File: src/rtl/evcnt_pkg.sv
package evcnt_pkg;

   localparam int SEL_W = 6;
   localparam int CTL_W = SEL_W + 3;

   localparam logic [3:0] CMD_IORD  = 4'b0010;
   localparam logic [3:0] CMD_IOWR  = 4'b0011;
   localparam logic [3:0] CMD_MRD   = 4'b0110;
   localparam logic [3:0] CMD_MWR   = 4'b0111;
   localparam logic [3:0] CMD_MRDM  = 4'b1100;
   localparam logic [3:0] CMD_DAC   = 4'b1101;
   localparam logic [3:0] CMD_MRDL  = 4'b1110;
   localparam logic [3:0] CMD_MWRI  = 4'b1111;

   typedef struct packed {
      logic [SEL_W-1:0] sel;
      logic             irq_en;
      logic             rld_en;
      logic             run;
   } ctl_t;

   function automatic logic cmd_known(input logic [3:0] c);
      return (c == CMD_IORD) || (c == CMD_IOWR) || (c == CMD_MRD) ||
             (c == CMD_MWR)  || (c == CMD_MRDM) || (c == CMD_DAC) ||
             (c == CMD_MRDL) || (c == CMD_MWRI);
   endfunction

   function automatic logic is_mrd(input logic [3:0] c);
      return (c == CMD_MRD) || (c == CMD_MRDM) || (c == CMD_MRDL);
   endfunction

   function automatic logic is_mwr(input logic [3:0] c);
      return (c == CMD_MWR) || (c == CMD_MWRI);
   endfunction

endpackage

File: src/rtl/evcnt_decode.sv
module evcnt_decode
   import evcnt_pkg::*;
(
   input  logic [SEL_W-1:0] sel,
   input  logic             cmd_valid,
   input  logic [3:0]       cmd,
   input  logic             retry,
   input  logic             lock,
   input  logic             ack64,
   output logic             hit
);

   logic       io_rd, io_wr, m_rd, m_wr;
   logic [7:0] class_vec;
   logic [7:0] sig_vec;

   assign io_rd = (cmd == CMD_IORD);
   assign io_wr = (cmd == CMD_IOWR);
   assign m_rd  = is_mrd(cmd);
   assign m_wr  = is_mwr(cmd);

   // class table indexed by selector bits 2:0
   assign class_vec[0] = 1'b1;
   assign class_vec[1] = m_rd | m_wr;
   assign class_vec[2] = m_rd;
   assign class_vec[3] = m_wr;
   assign class_vec[4] = io_rd | io_wr;
   assign class_vec[5] = io_rd | io_wr | m_rd | m_wr;
   assign class_vec[6] = io_rd | m_rd;
   assign class_vec[7] = io_wr | m_wr;

   // signal table: only three slots are live
   assign sig_vec = {ack64, lock, 3'b000, retry, 2'b00};

   always_comb begin
      hit = 1'b0;
      if (sel[5:4] == 2'b00)
         hit = cmd_valid && (cmd == sel[3:0]) && cmd_known(sel[3:0]);
      else if (sel[5:3] == 3'b010)
         hit = cmd_valid && class_vec[sel[2:0]];
      else if (sel[5:3] == 3'b011)
         hit = sig_vec[sel[2:0]];
   end

endmodule

File: src/rtl/evcnt_ctlreg.sv
module evcnt_ctlreg
   import evcnt_pkg::*;
#(
   parameter bit HAS_RELOAD = 1'b1
)(
   input  logic             clk,
   input  logic             rst_n,
   input  logic             wr,
   input  logic [CTL_W-1:0] wdata,
   output ctl_t             ctl
);

   ctl_t ctl_q;

   generate
      if (HAS_RELOAD) begin : g_rld
         always_ff @(posedge clk) begin
            if (!rst_n)  ctl_q <= '0;
            else if (wr) ctl_q <= ctl_t'(wdata);
         end
      end else begin : g_norld
         always_ff @(posedge clk) begin
            if (!rst_n)  ctl_q <= '0;
            else if (wr) ctl_q <= ctl_t'({wdata[CTL_W-1:2], 1'b0, wdata[0]});
         end
      end
   endgenerate

   assign ctl = ctl_q;

   assert_ctl_readback_R11: assert property (@(posedge clk) disable iff (!rst_n)
      wr |=> (ctl_q.sel == $past(wdata[CTL_W-1:3])) && (ctl_q.run == $past(wdata[0])));

endmodule

File: src/rtl/evcnt_core.sv
module evcnt_core #(
   parameter int CNT_W      = 39,
   parameter bit HAS_RELOAD = 1'b1
)(
   input  logic             clk,
   input  logic             rst_n,
   input  logic             ld,
   input  logic [CNT_W-1:0] ld_val,
   input  logic             inc,
   input  logic             rld_en,
   output logic [CNT_W-1:0] cnt,
   output logic             ovf
);

   localparam logic [CNT_W-1:0] CNT_MAX = '1;

   logic [CNT_W-1:0] cnt_q;
   logic [CNT_W-1:0] wrap_val;
   logic             ovf_q;
   logic             carry;

   assign carry = inc && (cnt_q == CNT_MAX);

   generate
      if (HAS_RELOAD) begin : g_rld
         logic [CNT_W-1:0] rld_q;
         always_ff @(posedge clk) begin
            if (!rst_n)  rld_q <= '0;
            else if (ld) rld_q <= ld_val;
         end
         assign wrap_val = rld_en ? rld_q : '0;

         assert_reload_on_ovf_R9: assert property (@(posedge clk) disable iff (!rst_n)
            (carry && !ld && rld_en) |=> (cnt_q == rld_q));
      end else begin : g_norld
         assign wrap_val = '0;
      end
   endgenerate

   always_ff @(posedge clk) begin
      if (!rst_n) begin
         cnt_q <= '0;
         ovf_q <= 1'b0;
      end else if (ld) begin
         cnt_q <= ld_val;
         ovf_q <= 1'b0;
      end else if (carry) begin
         cnt_q <= wrap_val;
         ovf_q <= 1'b1;
      end else if (inc) begin
         cnt_q <= cnt_q + 1'b1;
      end
   end

   assign cnt = cnt_q;
   assign ovf = ovf_q;

   assert_ovf_sticky_R8: assert property (@(posedge clk) disable iff (!rst_n)
      (ovf_q && !ld) |=> ovf_q);
   assert_carry_sets_ovf_R8: assert property (@(posedge clk) disable iff (!rst_n)
      (inc && (cnt_q == CNT_MAX) && !ld) |=> ovf_q);
   assert_idle_holds_R7: assert property (@(posedge clk) disable iff (!rst_n)
      (!inc && !ld) |=> $stable(cnt_q));
   assert_load_wins_R3: assert property (@(posedge clk) disable iff (!rst_n)
      ld |=> (cnt_q == $past(ld_val)) && !ovf_q);

endmodule

File: src/rtl/evcnt_top.sv
module evcnt_top
   import evcnt_pkg::*;
#(
   parameter int CNT_W      = 39,
   parameter int RD_W       = 64,
   parameter bit HAS_RELOAD = 1'b1
)(
   input  logic             clk,
   input  logic             rst_n,
   input  logic             bus_cmd_valid,
   input  logic [3:0]       bus_cmd,
   input  logic             bus_retry,
   input  logic             bus_lock,
   input  logic             bus_ack64,
   input  logic             cnt_wr,
   input  logic [CNT_W-1:0] cnt_wdata,
   input  logic             ctl_wr,
   input  logic [CTL_W-1:0] ctl_wdata,
   output logic [RD_W-1:0]  cnt_rdata,
   output logic [CTL_W-1:0] ctl_rdata,
   output logic             irq
);

   generate
      if (CNT_W < 4 || CNT_W > 62) begin : g_bad_cnt
         $error("evcnt_top: CNT_W must lie in 4..62");
      end
      if (RD_W < CNT_W + 1) begin : g_bad_rd
         $error("evcnt_top: RD_W must hold the count and the overflow flag");
      end
   endgenerate

   ctl_t             ctl;
   logic             hit;
   logic [CNT_W-1:0] cnt;
   logic             ovf;

   evcnt_ctlreg #(.HAS_RELOAD(HAS_RELOAD)) u_ctl (
      .clk   (clk),
      .rst_n (rst_n),
      .wr    (ctl_wr),
      .wdata (ctl_wdata),
      .ctl   (ctl)
   );

   evcnt_decode u_dec (
      .sel       (ctl.sel),
      .cmd_valid (bus_cmd_valid),
      .cmd       (bus_cmd),
      .retry     (bus_retry),
      .lock      (bus_lock),
      .ack64     (bus_ack64),
      .hit       (hit)
   );

   evcnt_core #(.CNT_W(CNT_W), .HAS_RELOAD(HAS_RELOAD)) u_core (
      .clk    (clk),
      .rst_n  (rst_n),
      .ld     (cnt_wr),
      .ld_val (cnt_wdata),
      .inc    (ctl.run && hit),
      .rld_en (ctl.rld_en),
      .cnt    (cnt),
      .ovf    (ovf)
   );

   assign cnt_rdata = RD_W'({ovf, cnt});
   assign ctl_rdata = ctl;
   assign irq       = ovf && ctl.irq_en;

   assert_stopped_holds_R7: assert property (@(posedge clk) disable iff (!rst_n)
      (!ctl.run && !cnt_wr) |=> $stable(cnt_rdata));
   assert_reserved_silent_R6: assert property (@(posedge clk) disable iff (!rst_n)
      ctl.sel[5] |-> !hit);
   assert_irq_gated_R10: assert property (@(posedge clk) disable iff (!rst_n)
      !ctl_rdata[2] |-> !irq);
   assert_upper_zero_R2: assert property (@(posedge clk) disable iff (!rst_n)
      cnt_rdata[RD_W-1:CNT_W+1] == '0);

endmodule

File: config.mk
export PLATFORM = sky130hd
export DESIGN_NAME = evcnt_top
export DESIGN_NICKNAME = d
export VERILOG_FILES = /design/src/rtl/evcnt_pkg.sv /design/src/rtl/evcnt_decode.sv /design/src/rtl/evcnt_ctlreg.sv /design/src/rtl/evcnt_core.sv /design/src/rtl/evcnt_top.sv
export SDC_FILE = /design/constraint.sdc
export NUM_CORES = 1
export LEC_CHECK = 0
export BUFFER_PORTS_ARGS = -buffer_cell sky130_fd_sc_hd__buf_2
export CAP_MARGIN = 20
export CORE_UTILIZATION = 25
export DETAILED_ROUTE_END_ITERATION = 10
export HOLD_SLACK_MARGIN = 0.02
export MAX_ROUTING_LAYER = met4
export SLEW_MARGIN = 20
export SYNTH_ARGS = -nofsm -noshare
export SYNTH_HDL_FRONTEND = slang
export SYNTH_HIERARCHICAL = 1
export SYNTH_SLANG_ARGS = --single-unit
File: constraint.sdc
create_clock -name clk -period 3.4 [get_ports clk]
set_clock_uncertainty 0.15 [all_clocks]
set_input_delay 0.68 -clock clk [delete_from_list [all_inputs] [get_ports clk]]
set_output_delay 0.68 -clock clk [all_outputs]
set_load 0.1 [all_outputs]
### Word level (Yosys, flattened, before mapping)

Index checks and enable logic that the tools add are counted.

| word-level totals | value |
|---|---|
| flip-flop bits (word level) | 88 |
| bits of input ports | 60 |
| output and inout port bits | 74 |
| word-level logic and storage cells | 65 |

| operators by class | value |
|---|---|
| add/subtract/negate cells | 1 |
| $lt $le $gt $ge | 1 |
| equal/unequal tests | 19 |
| muxes and demuxes | 11 |
| bitwise gates (word level) | 7 |
| reductions and logical operators | 19 |

Operators by type and width:

| cell | number |
|---|---|
| 2-to-1 mux 39 bit | 4 |
| adder 39 x 1 -> 39 bit (second input constant) | 1 |
| == test 39 bit (second input constant) | 1 |
| == test 4 bit (second input constant) | 7 |
| == test 4 x 2 -> 1 bit (second input constant) | 4 |
| == test 4 x 3 -> 1 bit (second input constant) | 4 |
| logical OR 1 bit | 10 |
| binary-select mux 1 bit (select 3 bit) | 2 |
| == test 3 x 2 -> 1 bit (second input constant) | 2 |
| logical AND 1 bit | 6 |
| bitwise OR 1 bit | 6 |
| 2-to-1 mux 1 bit | 5 |
| == test 4 bit | 1 |
| < comparator 3 x 4 -> 1 bit (second input constant) | 1 |
| nonzero test 3 bit | 1 |
| logical NOT 2 bit | 1 |
| OR reduction 2 bit | 1 |
| NOT 1 bit | 1 |

### Longest topological paths before layout

| logic depth | value |
|---|---|
| depth in word-level cells | 14 |
| depth in mapped cells | 14 |
| mapped depth without buffers | 11 |

### Modules after synthesis

The synthesis kept the hierarchy.

Modules (own cells, without submodules):

| module | times used | cells each | area each (µm²) | seq. area each (µm²) |
|---|---|---|---|---|
| evcnt_core | 1 | 530 | 4434.3 | 1581.5 |
| evcnt_ctlreg | 1 | 28 | 337.8 | 180.2 |
| evcnt_decode | 1 | 29 | 231.5 | 0.0 |
| evcnt_top | 1 | 28 | 203.9 | 0.0 |

### Least setup slack after synthesis

OpenSTA, ideal clock, no wires.

| path | value |
|---|---|
| path type | flip-flop to flip-flop |
| start | register u_ctl.ctl_q, in the netlist u_ctl/ctl[4] |
| end | register u_core.cnt_q[19], in the netlist u_core/cnt[19] |
| setup time | 0.122 ns |
| arrival | 3.274 ns |
| required time | 3.128 ns |
| path slack | -0.146 ns |
| cell stages (with the launch flop) | 14 |
| buffers on the path | 2 |
| clock period less this slack | 3.546 ns |
| path through | dfxtp_1 mux2_4 nand2_2 o22ai_2 o211ai_2 and2_1 nand4_1 nor4_1 and3_1 buf_2 buf_2 o21ai_0 a31oi_1 o21ai_1 |

| between the ends | value |
|---|---|
| cells in the longest elaborated chain, start to end | 14 |
| elaborated cells between the ends (all ways) | 31 |
| classes of those cells | eq/ne: 9; mux: 9; reduce/logical: 13 |

RTL lines:

| element | line | RTL |
|---|---|---|
| start: declaration | evcnt_ctlreg.sv:13 | `ctl_t ctl_q;` |
| start signal: assignment | evcnt_ctlreg.sv:19 | `else if (wr) ctl_q <= ctl_t'(wdata);` |
| == test 4 x 2 -> 1 bit | evcnt_pkg.sv:23 | `return (c == CMD_IORD) \|\| (c == CMD_IOWR) \|\| (c == CMD_MRD) \|\|` |
| logical OR 1 bit (3 in a row) | evcnt_pkg.sv:23 |  |
| logical OR 1 bit (3 in a row) | evcnt_pkg.sv:24 | `(c == CMD_MWR) \|\| (c == CMD_MRDM) \|\| (c == CMD_DAC) \|\|` |
| logical OR 1 bit | evcnt_pkg.sv:25 | `(c == CMD_MRDL) \|\| (c == CMD_MWRI);` |
| logical AND 1 bit | evcnt_decode.sv:38 | `hit = cmd_valid && (cmd == sel[3:0]) && cmd_known(sel[3:0]);` |
| 2-to-1 mux 1 bit (*) | evcnt_decode.sv:37 | `if (sel[5:4] == 2'b00)` |
| net hit | evcnt_top.sv:34 | `logic hit;` |
| logical AND 1 bit (*) | evcnt_top.sv:61 | `.inc (ctl.run && hit),` |
| logical AND 1 bit | evcnt_core.sv:22 | `assign carry = inc && (cnt_q == CNT_MAX);` |
| 2-to-1 mux 39 bit | evcnt_core.sv:47 | `end else if (carry) begin` |
| 2-to-1 mux 39 bit | evcnt_core.sv:44 | `end else if (ld) begin` |
| end signal: assignment | evcnt_core.sv:45 | `cnt_q <= ld_val;` |
| end signal: assignment | evcnt_core.sv:48 | `cnt_q <= wrap_val;` |
| end signal: assignment | evcnt_core.sv:51 | `cnt_q <= cnt_q + 1'b1;` |
| end: declaration | evcnt_core.sv:17 | `logic [CNT_W-1:0] cnt_q;` |

Mark *: on every way through the listed nets, which the timed path passes. The rest lies on a longest branch. The select of a mux whose other input is x is not followed.
A chain may end at the register's enable or synchronous reset.

### Final worst setup path

| path | value |
|---|---|
| start | register u_ctl.ctl_q, in the netlist u_ctl/ctl[4] |
| end | register u_core.cnt_q[31], in the netlist u_core/cnt[31] |

Same word-level chain as after synthesis.

==> results.toml <==
[cells_and_area]
diodes = 0
seq_area_sq_um = 1770
design_area_sq_um = 6290
fillers = 2203
drive_gt1_frac = 0.244
fin_nets = 774
fin_cells = 988
multi_input_area_sq_um = 3100
area_delta_synth_final_pct = 20.8

[global_routing]
grt.total_usage = 0.155
grt_max_degree = 44
antenna_found_initial = 0
grt_pass1_vias = 4626
grt_pass1_wl_um = 25400
grt.overflow.total = 0

[routing]
routed_via_density = 4.92
vias = 4861
wirelength_um = 16000
drt_first_pass_iters = 6
detail-route-antenna-nets = 0
drt_iter0_markers = 340
drc = 0
wire_per_inst_um = 16.2

[clock_tree]
postCtsHoldBufs = 0
path_clk_slew_ps = 70
worstSkewPairLatency_ps = 350
cts.sinks = 88
cts_htree_levels = 3
cts_repair_resize_count = 0
post_cts_buffers = 0
cts_tree = "done"
cts.path.max_buffers = 2
cts_buffers = 9
cts-root-buf = "clkbuf_16"

[synthesis]
synth_top_area_share = 0.338
synthArstFlopShare = 0
ys_types = 64
yosysTopAreaCell = "dfxtp_1"
yosysSeqAreaShare = 0.338
yosysWarnings = 6
synth_edf_count = 0
ys.flop_type = "dfxtp_1"
yosys-top-cells-count = "dfxtp_1, nand2_1, nor2b_1"
ys_ff_latch = 88
synthCells = 615
yosysMostFrequentCell = "dfxtp_1"
syn-cell-area_sq_um = 5210
netlist_top_cells_area = "dfxtp_1, mux2i_1, nor2b_1, nand2_1, a22o_1"
avgSynthCellArea_sq_um = 8.47

[critical_path]
cp_num_buf_inv = 1
max_stage_delay_ps = 420
startpoint = "u_ctl/ctl[4]$_SDFFE_PN0P_"
path_depth = 12
crit_fanout = 8
setup.worst_path.end = "u_core/cnt[31]$_SDFFE_PN0P_"
crit_chain = "mux2_4 > nand2_2 > o22ai_2 > o211ai_2 > and2_1 > nand4_1 > nor4_1 > and3_1 > buf_4 > nand3_1 > o21a_1 > o31ai_1"
path_class = "register to register"
r2r_cells = 12
reg2reg_slack_ps = 380
r2r-end = "u_core/cnt[31]$_SDFFE_PN0P_"
slowest_stage = "dfxtp_2"
arrival_ps = 3130
crit_required_ps = 3510
crit_path_end_kind = "register"
path_delay_family = "simple AND/OR/NAND/NOR gates"
r2r_start = "u_ctl/ctl[4]$_SDFFE_PN0P_"
startpoint_type = "register"

[die]
fp-row-count = 52
core_sq_um = 20300
die_h_um = 146
initial_core_util = 0.257
die_area_sq_um = 21400
die_w_um = 146
io_pins = 134

[place]
dp_cells = 972
portBuffers = 109
placed_area_sq_um = 5960
place.gp.congestion = 0.932
pre_cts_ws_ps = 67.8
dp_hpwl_um = 11600

[sta]
hold_viol = 0
period_minus_slack_ps = 3020
period_share = 0.889
setup-tns-final_ps = 0
drv_slew = 0
worst_slew_pin_slew_ps = 583
setup_violations = 0
relSlewSlack = 0.612
rsz0062_at_grt = "no"
timing.hold.ws_ps = 324
setup_slack_ps = 377
fmax_mhz = 331

[worst_hold_path]
holdCritStartpoint = "u_core/g_rld.rld_q[18]$_SDFFE_PN0P_"
hold_class = "register to register"

[job]
drv_cap = 0

[power_and_ir_drop]
leakage_nw = 2.66
ir_drop_mv = 0.218
power.density_nw_per_um2 = 469

[status]
status = "finished clean"
## worst min-delay path by stage
stage	slack [ps]	cells past startpoint	end
finish	320	2	u_core/cnt[18]$_SDFFE_PN0P_
global route	350	2	u_core/g_rld.rld_q[35]$_SDFFE_PN0P_
CTS	330	2	u_core/cnt[18]$_SDFFE_PN0P_
detailed placement	320	2	u_core/cnt[18]$_SDFFE_PN0P_
global placement	310	2	u_core/cnt[18]$_SDFFE_PN0P_
floorplan	290	2	u_core/cnt[18]$_SDFFE_PN0P_
## flip-flops by register name, summed over array words and instances, names as in the netlist
signal              flops
u_core/ovf              1
u_core/g_rld.rld_q     39
u_ctl/ctl               9
u_core/cnt             39
## final cells by class
cell class	count	area share
Multi-Input combinational cell	472	0.492
Sequential cell	88	0.281
Timing Repair Buffer	133	0.116
Tap cell	270	0.0537
Clock buffer	10	0.0380
Clock inverter	6	0.0145
Inverter	9	0.00537
## metrics by stage
| stage | util | total power [W] |
|---|---|---|
| after floorplan | - | 0.00175 |
| after global placement | 0.294 | 0.00186 |
| after detailed placement | 0.294 | 0.00187 |
| after global routing | 0.310 | 0.00308 |
| after CTS | 0.310 | 0.00299 |
| final | 0.310 | 0.00295 |
## worst register-to-register path: stages (launching register included)
cell and delay (ps):
dfxtp_2 420, mux2_4 320, nand2_2 70, o22ai_2 70
o211ai_2 150, and2_1 190, nand4_1 190, nor4_1 420
and3_1 360, buf_4 210, nand3_1 90, o21a_1 130
o31ai_1 170
## cell usage in the layout, fill, tap and decap left out, types with 3 or more instances in the layout
cell | synthesis | routed
inv_1 | 9 | 9
xnor2_1 | 9 | 9
nand3_1 | 20 | 20
nor2b_1 | 49 | 49
mux2i_1 | 47 | 47
nand4_1 | 20 | 20
o31ai_1 | 6 | 6
buf_2 | 3 | 108
dfxtp_1 | 88 | 84
conb_1 | 1 | 24
o21ai_1 | 4 | 4
a21oi_1 | 27 | 27
a31oi_1 | 9 | 9
and2_1 | 6 | 6
nor2_1 | 27 | 26
buf_4 | 26 | 25
a21boi_0 | 4 | 4
and4_1 | 8 | 8
nor3_1 | 10 | 10
a222oi_1 | 5 | 5
a41oi_1 | 3 | 3
o211ai_1 | 3 | 3
a22o_1 | 23 | 23
o21a_1 | 3 | 3
dfxtp_2 | 0 | 4
xor2_1 | 13 | 13
nand2_1 | 57 | 57
clkinvlp_4 | 0 | 3
and3_1 | 13 | 13
nor4_1 | 4 | 4
a211oi_1 | 4 | 4
clkbuf_16 | 0 | 9
o21ai_0 | 34 | 34
## per-layer routing
metal,part of all wire,GRT usage,vias up
li1,-,-,2386
met2,0.46,0.239,164
met5,0,-,-
met1,0.46,0.201,2298
met4,0.014,0.0438,0
met3,0.061,0.0356,13
## cell families after synthesis
logic type,synth area share
xor+xnor,0.0370
fa+ha+maj,0.00240
flops,0.338
compound gates,0.198
other cells,0.000720
buf+inv,0.0843
simple gates,0.246
mux,0.0932
## where the power goes
part	internal, W	switching [W]	leakage [nW]	total (W)
logic	0.000162	0.000515	1.78	0.000677
clock network	0.000667	0.000441	0.151	0.00111
registers	0.00109	0.0000762	0.728	0.00117
Power figures use the tool's default switching activity.
